--- config.mk ---
export PLATFORM = sky130hd
export DESIGN_NAME = amp_defect_det
export DESIGN_NICKNAME = d
export VERILOG_FILES = /design/src/rtl/amp_defect_pkg.sv /design/src/rtl/env_follower.sv /design/src/rtl/amp_defect_datapath.sv /design/src/rtl/amp_defect_ctrl.sv /design/src/rtl/amp_defect_det.sv
export SDC_FILE = /design/constraint.sdc
export NUM_CORES = 1
export LEC_CHECK = 0
export BUFFER_PORTS_ARGS = -buffer_cell sky130_fd_sc_hd__buf_2
export CAP_MARGIN = 20
export CELL_PAD_IN_SITES_DETAIL_PLACEMENT = 1
export CELL_PAD_IN_SITES_GLOBAL_PLACEMENT = 2
export CORE_MARGIN = 4
export CORE_UTILIZATION = 34
export CTS_CLUSTER_SIZE = 24
export DETAILED_ROUTE_END_ITERATION = 10
export PLACE_DENSITY = 0.79
export SLEW_MARGIN = 20
export SYNTH_ARGS = -nofsm -noshare
export SYNTH_HDL_FRONTEND = slang
export SYNTH_SLANG_ARGS = --single-unit
--- constraint.sdc ---
create_clock -name clk -period 6.2 [get_ports clk]
set_clock_uncertainty 0.1 [all_clocks]
set_input_delay 1.24 -clock clk [delete_from_list [all_inputs] [get_ports clk]]
set_output_delay 1.24 -clock clk [all_outputs]
set_load 0.05 [all_outputs]
--- src/rtl/amp_defect_pkg.sv ---
package amp_defect_pkg;
  typedef struct packed {
    logic envUpdate;
    logic flagEval;
  } ctrlStrobes_t;
endpackage

--- src/rtl/env_follower.sv ---
module env_follower #(
  parameter int SAMPLE_W = 8,
  parameter int SHIFT_W  = 3,
  parameter bit TRACK_MAX = 1'b1
) (
  input  logic                clk,
  input  logic                rstN,
  input  logic                update,
  input  logic [SAMPLE_W-1:0] x,
  input  logic [SHIFT_W-1:0]  shiftK,
  output logic [SAMPLE_W-1:0] held
);
  localparam int EXT_W = SAMPLE_W + 1;

  logic signed [EXT_W-1:0] xExt, heldExt, gap, nextExt;
  logic        [EXT_W-1:0] step;
  logic                    attack;

  assign xExt    = {x[SAMPLE_W-1], x};
  assign heldExt = {held[SAMPLE_W-1], held};

  generate
    if (TRACK_MAX) begin : g_max
      assign gap     = heldExt - xExt;
      assign nextExt = heldExt - $signed(step);
    end else begin : g_min
      assign gap     = xExt - heldExt;
      assign nextExt = heldExt + $signed(step);
    end
  endgenerate

  assign attack = gap[EXT_W-1] || (gap == '0);
  assign step   = $unsigned(gap) >> shiftK;

  always_ff @(posedge clk) begin
    if (!rstN) begin
      held <= '0;
    end else if (update) begin
      held <= attack ? x : nextExt[SAMPLE_W-1:0];
    end
  end
endmodule

--- src/rtl/amp_defect_datapath.sv ---
module amp_defect_datapath
  import amp_defect_pkg::*;
#(
  parameter int SAMPLE_W = 8,
  parameter int SHIFT_W  = 3
) (
  input  logic                clk,
  input  logic                rstN,
  input  ctrlStrobes_t        strobes,
  input  logic [SAMPLE_W-1:0] sample,
  input  logic [SHIFT_W-1:0]  decayShift,
  output logic [SAMPLE_W-1:0] posEnv,
  output logic [SAMPLE_W-1:0] negEnv,
  output logic [SAMPLE_W:0]   amplitude
);
  env_follower #(.SAMPLE_W(SAMPLE_W), .SHIFT_W(SHIFT_W), .TRACK_MAX(1'b1)) i_posFollower (
    .clk(clk), .rstN(rstN), .update(strobes.envUpdate),
    .x(sample), .shiftK(decayShift), .held(posEnv)
  );

  env_follower #(.SAMPLE_W(SAMPLE_W), .SHIFT_W(SHIFT_W), .TRACK_MAX(1'b0)) i_negFollower (
    .clk(clk), .rstN(rstN), .update(strobes.envUpdate),
    .x(sample), .shiftK(decayShift), .held(negEnv)
  );

  assign amplitude = {posEnv[SAMPLE_W-1], posEnv} - {negEnv[SAMPLE_W-1], negEnv};
endmodule

--- src/rtl/amp_defect_ctrl.sv ---
module amp_defect_ctrl
  import amp_defect_pkg::*;
#(
  parameter int AMP_W = 9
) (
  input  logic             clk,
  input  logic             rstN,
  input  logic             sampleValid,
  input  logic [AMP_W-1:0] amplitude,
  input  logic [AMP_W-1:0] thrLow,
  input  logic [AMP_W-1:0] thrHigh,
  output ctrlStrobes_t     strobes,
  output logic             defect,
  output logic             defectRise
);
  logic evalPending;
  logic belowLow, aboveHigh, nextDefect;

  always_ff @(posedge clk) begin
    if (!rstN) evalPending <= 1'b0;
    else       evalPending <= sampleValid;
  end

  always_comb begin
    strobes.envUpdate = sampleValid;
    strobes.flagEval  = evalPending;
  end

  assign belowLow  = amplitude < thrLow;
  assign aboveHigh = amplitude > thrHigh;

  always_comb begin
    nextDefect = defect;
    if (strobes.flagEval) begin
      if (belowLow)       nextDefect = 1'b1;
      else if (aboveHigh) nextDefect = 1'b0;
    end
  end

  always_ff @(posedge clk) begin
    if (!rstN) begin
      defect     <= 1'b0;
      defectRise <= 1'b0;
    end else begin
      defect     <= nextDefect;
      defectRise <= nextDefect && !defect;
    end
  end
endmodule

--- src/rtl/amp_defect_det.sv ---
module amp_defect_det
  import amp_defect_pkg::*;
#(
  parameter int SAMPLE_W = 8,
  parameter int SHIFT_W  = 3,
  localparam int AMP_W   = SAMPLE_W + 1
) (
  input  logic                clk,
  input  logic                rstN,
  input  logic                sampleValid,
  input  logic [SAMPLE_W-1:0] sample,
  input  logic [SHIFT_W-1:0]  decayShift,
  input  logic [AMP_W-1:0]    thrLow,
  input  logic [AMP_W-1:0]    thrHigh,
  output logic [SAMPLE_W-1:0] posEnv,
  output logic [SAMPLE_W-1:0] negEnv,
  output logic [AMP_W-1:0]    amplitude,
  output logic                defect,
  output logic                defectRise
);
  ctrlStrobes_t strobes;

  amp_defect_ctrl #(.AMP_W(AMP_W)) i_ctrl (
    .clk(clk), .rstN(rstN), .sampleValid(sampleValid), .amplitude(amplitude),
    .thrLow(thrLow), .thrHigh(thrHigh), .strobes(strobes),
    .defect(defect), .defectRise(defectRise)
  );

  amp_defect_datapath #(.SAMPLE_W(SAMPLE_W), .SHIFT_W(SHIFT_W)) i_datapath (
    .clk(clk), .rstN(rstN), .strobes(strobes), .sample(sample),
    .decayShift(decayShift), .posEnv(posEnv), .negEnv(negEnv), .amplitude(amplitude)
  );
endmodule

==> impl_metrics.py <==
metrics = {
    "sta": {
        "setup_tns_ns": 0,
        "final-setup-viol-count": 0,
        "rsz0062_at_grt": "false",
        "final.min_clock_period_ns": 5.37,
        "tightest_slew_ns": 0.644,
        "max_freq_mhz": 186,
        "slew-limit-headroom": 0.568,
        "finalHoldViolCount": 0,
        "slew_viol_final": 0,
        "finalCritPeriodShare": 0.866,
    },
    "logic_synthesis": {
        "synthDistinctLibCells": 67,
        "ys_ff_latch": 19,
        "syn_area_per_cell_um2": 8.16,
        "yosys.area.top_type": "ha_1",
        "ys.flop_type": "dfxtp_1",
        "syn_area_mm2": 0.00359,
        "ys_seq_area_frac": 0.106,
        "ys_warn_count": 0,
        "syn_nets": 533,
        "synthTopCellsByArea": "ha_1 (20%), dfxtp_1 (11%), mux2i_1 (6.1%)",
        "async_reset_ff_frac": 0,
        "netlist_instances": 440,
        "synth.top_cell.area_share": 0.195,
        "synth_edf_count": 0,
    },
    "power_and_ir_drop": {
        "p_comb_frac": 0.860,
        "p_sw_frac": 0.583,
        "seqPwrFrac": 0.097,
        "leakage_uw": 0.00197,
        "internal-power_uw": 903,
        "switching_power_uw": 1260,
        "power_density_mw_per_mm2": 536,
        "ir_worst_vdd_uv": 269,
        "clockPowerShare": 0.043,
    },
    "global_routing": {
        "overflow": 0,
        "grt_pass1_vias": 3428,
        "grt_start_max_net_pins": 35,
        "grt_pass1_wl_um": 17800,
        "grt_usage": 0.174,
        "antenna_found_initial": 0,
    },
    "floorplanning": {
        "io_pins": 59,
        "die_area_mm2": 0.0123,
        "core_mm2": 0.0103,
        "num_rows": 37,
        "die_h_um": 111,
        "fp.dieW_um": 111,
        "start_util": 0.348,
    },
    "clock_tree": {
        "clk_pin_slew_ns": 0.08,
        "cts_tree": "yes",
        "cts_buffer_depth": 2,
        "post_cts_buffers": 0,
        "cts.sinks": 19,
        "clockRootBuffer": "clkbuf_8",
        "cts_hold_buf": 0,
        "clock_latency_ns": 0.26,
        "cts_max_level": 1,
        "ctsResizeCount": 0,
        "numCtsBuffers": 3,
    },
    "detailed_routing": {
        "vias": 3355,
        "ant_nets": 0,
        "drt-total-wl_um": 10800,
        "first_pass_iters": 4,
        "drc_errors": 0,
        "routedWlPerCell_um": 17.3,
        "drt_iter0_markers": 159,
        "via_per_inst": 5.38,
    },
    "finish": {
        "fin_nets": 582,
        "syn_to_final_growth_pct": 12.3,
        "antenna_cells": 0,
        "drive_above_1_share": 0.197,
        "fin_cells": 624,
    },
    "worst_setup_path": {
        "worstSetupStartpointType": "input pin",
        "critPathKind": "input pin to flip-flop",
        "critical_path.max_fanout": 4,
        "reg2reg_slack_ns": 1.44,
        "rr_worst_depth": 19,
        "crit_required_ns": 6.28,
        "worstSetupEndpointType": "flip-flop",
        "cp_data_arrival_time_ns": 5.45,
        "r2r-start": "i_datapath.i_posFollower.held[0]$_SDFFE_PN0P_",
        "r2r-end": "i_datapath.i_posFollower.held[7]$_SDFFE_PN0P_",
    },
    "placement": {
        "hpwlAfterDp_um": 9260,
        "gp_congestion": 0.843,
        "dp_cells": 620,
        "portBuffers": 58,
    },
    "run": {
        "drv_cap": 0,
    },
    "min_path": {
        "whs_path_depth": 1,
        "hp-start": "i_ctrl.defect$_SDFF_PN0_",
        "min_path_type": "flip-flop to flip-flop",
        "min_to": "i_ctrl.defectRise$_SDFF_PN0_",
    },
    "run_status": {
        "status": "finished clean",
    },
}
==> worst max path at each step <==
stage / slack (ns) / end / from
3_5_place_dp: 0.55 / i_datapath.i_posFollower.held[7]$_SDFFE_PN0P_ / sample[0]
2_1_floorplan: 1.35 / i_datapath.i_posFollower.held[7]$_SDFFE_PN0P_ / sample[0]
3_3_place_gp: 0.62 / i_datapath.i_posFollower.held[7]$_SDFFE_PN0P_ / sample[0]
5_1_grt: 0.54 / i_datapath.i_posFollower.held[7]$_SDFFE_PN0P_ / sample[0]
6_report: 0.83 / i_datapath.i_posFollower.held[7]$_SDFFE_PN0P_ / sample[0]
4_1_cts: 0.81 / i_datapath.i_posFollower.held[7]$_SDFFE_PN0P_ / sample[0]
==> final cells by class <==
cell class              count  area, µm²
inverters                  60        225
clock inverters             1       7.51
repair buffers             59        298
flip-flops and latches     19        380
clock buffers               3       41.3
multi-input cells         346       2910
well taps                 136        170
fillers                  1285       6290
==> critical path: stages <==
cell      delay, ns
buf_2          0.14
ha_1           0.17
inv_1          0.05
fa_1           0.39
nand3_1        0.13
a21oi_1        0.11
o41ai_2        0.51
inv_2          0.14
mux4_2         0.50
a21oi_1        0.33
inv_2          0.05
ha_1           0.26
nor2b_1        0.14
o211ai_1       0.20
a31oi_1        0.15
o41ai_1        0.44
xor2_1         0.21
xnor2_1        0.11
o31ai_2        0.18
==> kinds of logic (layout without fill, tap and decap cells) <==
logic type      after synthesis  count (layout)  synth area share
compound gates              123             123             0.240
xor+xnor                     25              25            0.0652
fa+ha+maj                    61              61             0.223
buf+inv                      75             123            0.0836
flops                        19              19             0.106
mux                          37              37             0.136
simple gates                100             100             0.146
==> cells in the mapped netlist, drive strengths merged (2+ instances only) <==
library cell,number
inv,60
ha,56
a21oi,39
nor2,29
o21ai,28
mux2i,22
dfxtp,19
nand2,17
xnor2,15
clkbuf,11
xor2,10
a21o,9
a211oi,8
mux4,8
nand3,8
nor3,8
mux2,7
nand2b,7
fa,5
nor2b,5
o31ai,5
and3,4
buf,4
nand3b,4
o21a,4
a21boi,3
a41oi,3
nor3b,3
nor4,3
o22ai,3
or3,3
a2111oi,2
a221o,2
a31oi,2
nand4,2
nand4b,2
o211ai,2
o21bai,2
o41ai,2
==> flip-flops by register name (all words and copies together), names as in the netlist <==
name                           cells
i_ctrl.defect                      1
i_ctrl.defectRise                  1
i_ctrl.evalPending                 1
i_datapath.i_negFollower.held      8
i_datapath.i_posFollower.held      8
==> per-stage QoR <==
| step | hold WS [ns] | util | setup WS (ns) | instance area, µm² | power, µW |
|---|---|---|---|---|---|
| floorplan | 0.416 | - | 1.35 | 3590 | 1660 |
| global placement | 0.322 | 0.386 | 0.618 | 3980 | 2040 |
| detailed placement | 0.336 | 0.386 | 0.548 | 3980 | 2080 |
| CTS | 0.350 | 0.391 | 0.807 | 4030 | 2180 |
| global route | 0.377 | 0.391 | 0.543 | 4030 | 2380 |
| finish | 0.351 | 0.391 | 0.833 | 4030 | 2160 |
==> cell usage in the layout (no fill, tap or decap), drive strengths merged, types with 15 or more instances in the layout <==
cell and count:
dfxtp 19, xnor2 15, o21ai 28, buf 59, nor2 29, a21oi 39, inv 60, nand2 17
ha 56, mux2i 22
==> per-layer routing <==
layer / global-route usage / part of all wire
met2: 0.311 / 0.49
met5: 0 / 0
met3: 0.0131 / 0.025
met1: 0.232 / 0.48
met4: 0.0246 / 0.0054
==> power groups by stage <==
stage	sequential, µW	combinational, µW	clock (µW)
after CTS	212	1870	94.5
after floorplan	302	1360	0
after global routing	218	2060	98.7
after detailed placement	214	1860	0
final	210	1860	92.4
after global placement	214	1820	0
(Power assumes the default switching activity.)
